==> src/rtl/adc_host_pkg.sv <==
`timescale 1ns/1ps
package adc_host_pkg;

    typedef enum logic [2:0] {
        S_IDLE,
        S_WR1,
        S_GAP,
        S_WR2,
        S_REL,
        S_WAIT,
        S_RD,
        S_TURN
    } host_state_t;

    typedef struct packed {
        logic [1:0] pwr;
        logic       ext;
        logic       rng;
        logic       bip;
        logic [2:0] chan;
    } sample_req_t;

    // nanoseconds to clocks, rounded up
    function automatic int unsigned ns_to_cyc(input int unsigned ns, input int unsigned per);
        return (ns + per - 1) / per;
    endfunction

    function automatic int unsigned umax(input int unsigned a, input int unsigned b);
        return (a > b) ? a : b;
    endfunction

endpackage

==> src/rtl/adc_sync.sv <==
`timescale 1ns/1ps
module adc_sync #(
    parameter int unsigned STAGES  = 2,
    parameter bit          RST_VAL = 1'b1
) (
    input  logic clk,
    input  logic rst_n,
    input  logic d,
    output logic q
);
    logic [STAGES-1:0] chain;

    generate
        if (STAGES == 1) begin : g_single
            always_ff @(posedge clk or negedge rst_n) begin
                if (!rst_n) chain <= RST_VAL;
                else        chain <= d;
            end
        end else begin : g_multi
            always_ff @(posedge clk or negedge rst_n) begin
                if (!rst_n) chain <= {STAGES{RST_VAL}};
                else        chain <= {chain[STAGES-2:0], d};
            end
        end
    endgenerate

    assign q = chain[STAGES-1];
endmodule

==> src/rtl/adc_cycle_timer.sv <==
`timescale 1ns/1ps
module adc_cycle_timer #(
    parameter int unsigned CNT_W = 17
) (
    input  logic             clk,
    input  logic             rst_n,
    input  logic             load,
    input  logic [CNT_W-1:0] load_val,
    output logic             expired
);
    logic [CNT_W-1:0] remain;

    always_ff @(posedge clk or negedge rst_n) begin
        if (!rst_n)              remain <= '0;
        else if (load)           remain <= load_val;
        else if (remain != '0)   remain <= remain - 1'b1;
    end

    assign expired = (remain == '0);
endmodule

==> src/rtl/adc_ctrl_word.sv <==
`timescale 1ns/1ps
module adc_ctrl_word import adc_host_pkg::*; #(
    parameter int unsigned DW = 12
) (
    input  sample_req_t   req,
    input  logic          acq_flag,
    output logic [DW-1:0] word
);
    always_comb begin
        word      = '0;
        word[7:6] = req.pwr;
        word[5]   = acq_flag;
        word[4]   = req.rng;
        word[3]   = req.bip;
        word[2:0] = req.chan;
    end
endmodule

==> src/rtl/adc_bus_host.sv <==
`timescale 1ns/1ps
module adc_bus_host import adc_host_pkg::*; #(
    parameter int unsigned CLK_NS     = 5,
    parameter int unsigned STROBE_NS  = 80,
    parameter int unsigned SETUP_NS   = 60,
    parameter int unsigned RDV_NS     = 120,
    parameter int unsigned RELEASE_NS = 70,
    parameter int unsigned HOLD_W     = 8,
    parameter int unsigned LIMIT_W    = 16,
    parameter int unsigned DW         = 12,
    parameter int unsigned SYNC_STG   = 2
) (
    input  logic               clk,
    input  logic               rst_n,
    input  logic               start,
    input  logic [2:0]         req_chan,
    input  logic               req_range,
    input  logic               req_bipolar,
    input  logic               req_ext_acq,
    input  logic [1:0]         req_pwr,
    input  logic [HOLD_W-1:0]  acq_holdoff,
    input  logic [LIMIT_W-1:0] irq_limit,
    output logic               busy,
    output logic               done,
    output logic               timeout,
    output logic [DW-1:0]      result,
    output logic               cnv_cs_n,
    output logic               cnv_wr_n,
    output logic               cnv_rd_n,
    output logic [DW-1:0]      cnv_dq_out,
    output logic               cnv_dq_oe,
    input  logic [DW-1:0]      cnv_dq_in,
    input  logic               cnv_irq_n
);
    localparam int unsigned WR_CYC = umax(ns_to_cyc(STROBE_NS, CLK_NS), ns_to_cyc(SETUP_NS, CLK_NS));
    localparam int unsigned RD_CYC = umax(ns_to_cyc(RDV_NS, CLK_NS) + 1, ns_to_cyc(STROBE_NS, CLK_NS));
    localparam int unsigned TR_CYC = umax(ns_to_cyc(RELEASE_NS, CLK_NS), 1);
    localparam int unsigned CNT_W  = umax(LIMIT_W, HOLD_W) + 1;

    host_state_t state, state_nxt;

    sample_req_t        req_in, req_q, req_sel;
    logic [HOLD_W-1:0]  hold_q;
    logic [LIMIT_W-1:0] limit_q;
    logic [DW-1:0]      word_first, word_second;
    logic               irq_n_s;
    logic               irq_seen;
    logic               t_load, t_zero;
    logic [CNT_W-1:0]   t_val;

    assign req_in  = '{pwr: req_pwr, ext: req_ext_acq, rng: req_range,
                       bip: req_bipolar, chan: req_chan};
    assign req_sel = (state == S_IDLE) ? req_in : req_q;

    // request capture
    always_ff @(posedge clk or negedge rst_n) begin
        if (!rst_n) begin
            req_q   <= '0;
            hold_q  <= '0;
            limit_q <= '0;
        end else if (state == S_IDLE && start) begin
            req_q   <= req_in;
            hold_q  <= acq_holdoff;
            limit_q <= irq_limit;
        end
    end

    adc_ctrl_word #(.DW(DW)) u_word_a (
        .req(req_sel), .acq_flag(req_sel.ext), .word(word_first)
    );
    adc_ctrl_word #(.DW(DW)) u_word_b (
        .req(req_sel), .acq_flag(1'b0), .word(word_second)
    );

    adc_sync #(.STAGES(SYNC_STG), .RST_VAL(1'b1)) u_irq_sync (
        .clk(clk), .rst_n(rst_n), .d(cnv_irq_n), .q(irq_n_s)
    );
    assign irq_seen = !irq_n_s;

    adc_cycle_timer #(.CNT_W(CNT_W)) u_timer (
        .clk(clk), .rst_n(rst_n), .load(t_load), .load_val(t_val), .expired(t_zero)
    );

    // state register
    always_ff @(posedge clk or negedge rst_n) begin
        if (!rst_n) state <= S_IDLE;
        else        state <= state_nxt;
    end

    // next state
    always_comb begin
        state_nxt = state;
        unique case (state)
            S_IDLE: if (start)    state_nxt = S_WR1;
            S_WR1:  if (t_zero)   state_nxt = req_q.ext ? S_GAP : S_REL;
            S_GAP:  if (t_zero)   state_nxt = S_WR2;
            S_WR2:  if (t_zero)   state_nxt = S_REL;
            S_REL:  if (t_zero)   state_nxt = S_WAIT;
            S_WAIT: begin
                if (irq_seen)     state_nxt = S_RD;
                else if (t_zero)  state_nxt = S_IDLE;
            end
            S_RD:   if (t_zero)   state_nxt = S_TURN;
            S_TURN: if (t_zero)   state_nxt = S_IDLE;
            default:              state_nxt = S_IDLE;
        endcase
    end

    // timer load on every state change
    always_comb begin
        t_load = (state_nxt != state);
        t_val  = '0;
        unique case (state_nxt)
            S_WR1, S_WR2: t_val = CNT_W'(WR_CYC - 1);
            S_GAP:        t_val = (hold_q == '0) ? '0 : CNT_W'(hold_q) - 1'b1;
            S_REL:        t_val = '0;
            S_WAIT:       t_val = CNT_W'(limit_q);
            S_RD:         t_val = CNT_W'(RD_CYC - 1);
            S_TURN:       t_val = CNT_W'(TR_CYC - 1);
            default:      t_val = '0;
        endcase
    end

    // registered outputs, decoded from the next state
    always_ff @(posedge clk or negedge rst_n) begin
        if (!rst_n) begin
            cnv_cs_n   <= 1'b1;
            cnv_wr_n   <= 1'b1;
            cnv_rd_n   <= 1'b1;
            cnv_dq_oe  <= 1'b0;
            cnv_dq_out <= '0;
            done       <= 1'b0;
            timeout    <= 1'b0;
            result     <= '0;
        end else begin
            cnv_cs_n  <= !(state_nxt inside {S_WR1, S_WR2, S_RD});
            cnv_wr_n  <= !(state_nxt inside {S_WR1, S_WR2});
            cnv_rd_n  <= !(state_nxt == S_RD);
            cnv_dq_oe <= (state_nxt inside {S_WR1, S_GAP, S_WR2, S_REL});
            if (state_nxt == S_WR1 && state == S_IDLE)
                cnv_dq_out <= word_first;
            else if (state_nxt == S_WR2 && state == S_GAP)
                cnv_dq_out <= word_second;
            else if (state_nxt inside {S_IDLE, S_WAIT, S_RD, S_TURN})
                cnv_dq_out <= '0;
            done    <= (state == S_TURN) && (state_nxt == S_IDLE);
            timeout <= (state == S_WAIT) && (state_nxt == S_IDLE);
            if (state == S_RD && state_nxt == S_TURN)
                result <= cnv_dq_in;
        end
    end

    assign busy = (state != S_IDLE);

endmodule

==> config.mk <==
export PLATFORM = sky130hd
export DESIGN_NAME = adc_bus_host
export DESIGN_NICKNAME = d
export VERILOG_FILES = /design/src/rtl/adc_host_pkg.sv /design/src/rtl/adc_sync.sv /design/src/rtl/adc_cycle_timer.sv /design/src/rtl/adc_ctrl_word.sv /design/src/rtl/adc_bus_host.sv
export SDC_FILE = /design/constraint.sdc
export NUM_CORES = 1
export LEC_CHECK = 0
export BUFFER_PORTS_ARGS = -buffer_cell sky130_fd_sc_hd__buf_2
export CAP_MARGIN = 0
export CORE_MARGIN = 8
export CORE_UTILIZATION = 45
export DETAILED_ROUTE_END_ITERATION = 10
export PLACE_DENSITY = 0.7
export REMOVE_ABC_BUFFERS = 1
export SYNTH_ARGS = -nofsm -noshare
export SYNTH_HDL_FRONTEND = slang
export SYNTH_SLANG_ARGS = --single-unit
export TNS_END_PERCENT = 100
==> constraint.sdc <==
create_clock -name clk -period 2.24 [get_ports clk]
set_input_delay 0.112 -clock clk [delete_from_list [all_inputs] [get_ports clk]]
set_output_delay 0.112 -clock clk [all_outputs]
set_load 0.01 [all_outputs]
==> qor.yml <==
min_path_cells: 0
drt-vias-per-instance: 5.26
first_global_vias: 3491
cts.clk_slew.worst_paths_ps: 90
cp.arrival_ps: 2530
wl_met2_um: 5040
fmax_ghz: 0.435
ios: 79
die_x_um: 110
grt_pass1_wl_um: 16200
top_layer: "met4"
syn-cell-area_um2: 3970
post-place-ws_ps: -206
initial_core_util: 0.460
ant_nets: 0
ff2ff_path_depth: 8
slowest_delay_ps: 560
cp_cell_sequence: "or4_4 > nor4_4 > and4_4 > or2_4 > inv_4 > nor3_4 > buf_12 > o32ai_1"
register_area_um2: 2010
die_h_um: 110
fin_cells: 628
crit_fanout: 9
slew_headroom: 0.338
grt_usage: 0.170
nFillCells: 697
drt_pass1_iterations: 4
final_cell_mix: "75 x dfrtp_1, 73 x buf_2, 53 x buf_4"
rows: 34
die_area_um2: 12100
hpwl_um: 7180
synth_area_per_cell_um2: 11.6
worst_pin_slew_ps: 992
vdd_drop_max_mv: 0.543
cts.sinks: 80
finClkSkew_ps: 12.4
synthCells: 343
end_kind: "register"
vias: 3306
worstSkewPairLatency_ps: 360
ys.flop_type: "dfrtp_1"
place.gp.congestion: 0.884
maxCapViolCount: 0
rsz0062_at_grt: "true"
cts_tree: "yes"
grt_max_degree: 81
fin_ws_ps: -58.1
timing.hold.ws_ps: 354
start_kind: "register"
period_needed_ps: 2300
critPathRequiredTime_ps: 2470
hold_viol: 0
timing.final.crit_share: 1.03
drv_slew: 0
dp.cells: 558
totalWireLength_um: 9910
synth-seq-area-share: 0.506
h-tree-depth: 3
synth_warnings: 0
grt_overflow: 0
post_drt_wl_per_cell_um: 15.8
yosys.cell_types.count: 59
antennaDiodeCount: 0
setup_viol: 11
hold_class: "register to register"
numCtsBuffers: 9
antenna_found_initial: 0
power_density_nw_per_um2: 1160
layout.cells.most_common: "dfrtp_1"
clk_path_buf_depth: 2
cp_slowest_cell: "or4_4"
portBuffers: 74
multi_input_area_um2: 1900
drc: 0
violations: "setup timing"
drt_iter0_drc: 160
met3_length_um: 477
leakage_nw: 2.59
drt-met1-wl_um: 4170
area_growth_pct: 40.1
yosys_register_bits: 80
path_class: "register to register"
outcome: "finished, violations left"
cts_root_buffer: "clkbuf_8"
drive_above_1_share: 0.446
final_nets: 567
core_area_um2: 8640
synth_enable_flop_cells: 0
synth_async_sr_flop_share: 1.00
[flip-flops by register name (all words and copies together) (netlist names), 2 cells and up]
signal / count
u_timer.remain: 17
limit_q: 16
result: 12
cnv_dq_out: 8
hold_q: 8
req_q: 8
state: 3
u_irq_sync.chain: 2
[synth_stat cells, types with 3 or more instances]
master     n  area, um2
xnor2_1    7       61.3
o211ai_1   3       22.5
dfrtp_1   75       1880
nor2_1    17       63.8
nor4_1     5       31.3
buf_4      5       37.5
ha_1       3       37.5
and2_1     3       18.8
nand3_1    7       35.0
a22oi_1    5       37.5
xor2_1    11       96.3
o22ai_1    3       18.8
a22o_1     4       35.0
o31ai_1    3       22.5
mux2i_1    7       70.1
mux2_2    43        484
o32ai_1    7       61.3
dfstp_2    5        131
or4_4      3       33.8
or3_1      3       18.8
buf_6      3       33.8
nor3_1    11       55.1
inv_1     12       45.0
a32oi_1    5       43.8
a21oi_1    5       25.0
o21ai_0   13       65.1
nand2_1   31        116
clkbuf_8   3       41.3
clkbuf_1   5       18.8
[power breakdown]
group / switching (mW) / internal (mW)
clock network: 0.524 / 0.509
logic: 1.43 / 1.59
registers: 0.414 / 1.99
[path summary, 6_finish.rpt]
| check | startpoint | endpoint | slack, ps |
|---|---|---|---|
| worst min register to register | u_irq_sync.chain[0] | u_irq_sync.chain[1] | 350 |
| worst max-delay path | u_timer.remain[12] | cnv_dq_out[2] | -60 |
| worst min-delay path | u_irq_sync.chain[0] | u_irq_sync.chain[1] | 350 |
| worst max register to register | u_timer.remain[12] | cnv_dq_out[2] | -60 |
| max in group asynchronous | rst_n | limit_q[6] | 1130 |
| min in group asynchronous | rst_n | hold_q[5] | 440 |
[stage by stage]
| stage | TNS [ps] | power (mW) | util | instance area, um2 |
|---|---|---|---|---|
| finish | -403 | 6.46 | 0.644 | 5560 |
| global route | -1540 | 6.88 | 0.644 | 5560 |
| CTS | -465 | 6.29 | 0.629 | 5430 |
| detailed placement | -3090 | 5.08 | 0.546 | 4710 |
| global placement | -1620 | 4.96 | 0.546 | 4710 |
| floorplan | -30650 | 3.98 | - | 3850 |
[cell type report]
| class | instances | area share |
|---|---|---|
| flip-flops and latches | 80 | 0.361 |
| multi-input cells | 236 | 0.342 |
| repair buffers | 176 | 0.230 |
| well taps | 108 | 0.0243 |
| clock buffers | 10 | 0.0229 |
| clock inverters | 5 | 0.0106 |
| inverters | 13 | 0.00967 |
[logic make-up (layout without fill, tap and decap cells)]
group                    after synthesis  after routing  synth area share
flip-flops                            80             80             0.506
XOR/XNOR                              18             18            0.0397
adder cells (fa/ha/maj)                3              3           0.00945
multiplexers                          50             50             0.140
AO/OA/AOI/OAI                         60             60             0.113
other                                  1              4          0.000944
buffers and inverters                 30            204            0.0466
AND/OR/NAND/NOR                      101            101             0.145
[worst max-delay path, delay by kind of cell (launching register included)]
family | cells | cell delay [ps]
AND/OR/NAND/NOR | 5 | 1500
flip-flops | 1 | 390
buffers and inverters | 2 | 180
AO/OA/AOI/OAI | 1 | 80
[what timing repair did]
item	CTS	global route
resized for setup	9	26
hold endpoints to repair	121	0
endpoints found under the setup margin	28	36
pin swaps	9	11
hold buffers	46	0
buffers inserted	5	4
[per-layer routing]
layer	vias to the layer above	track usage
li1	1589	-
met1	1622	0.214
met2	77	0.278
met3	18	0.0305
met4	0	0.0800
met5	-	0
No activity file was read; power rests on OpenSTA's default activity.
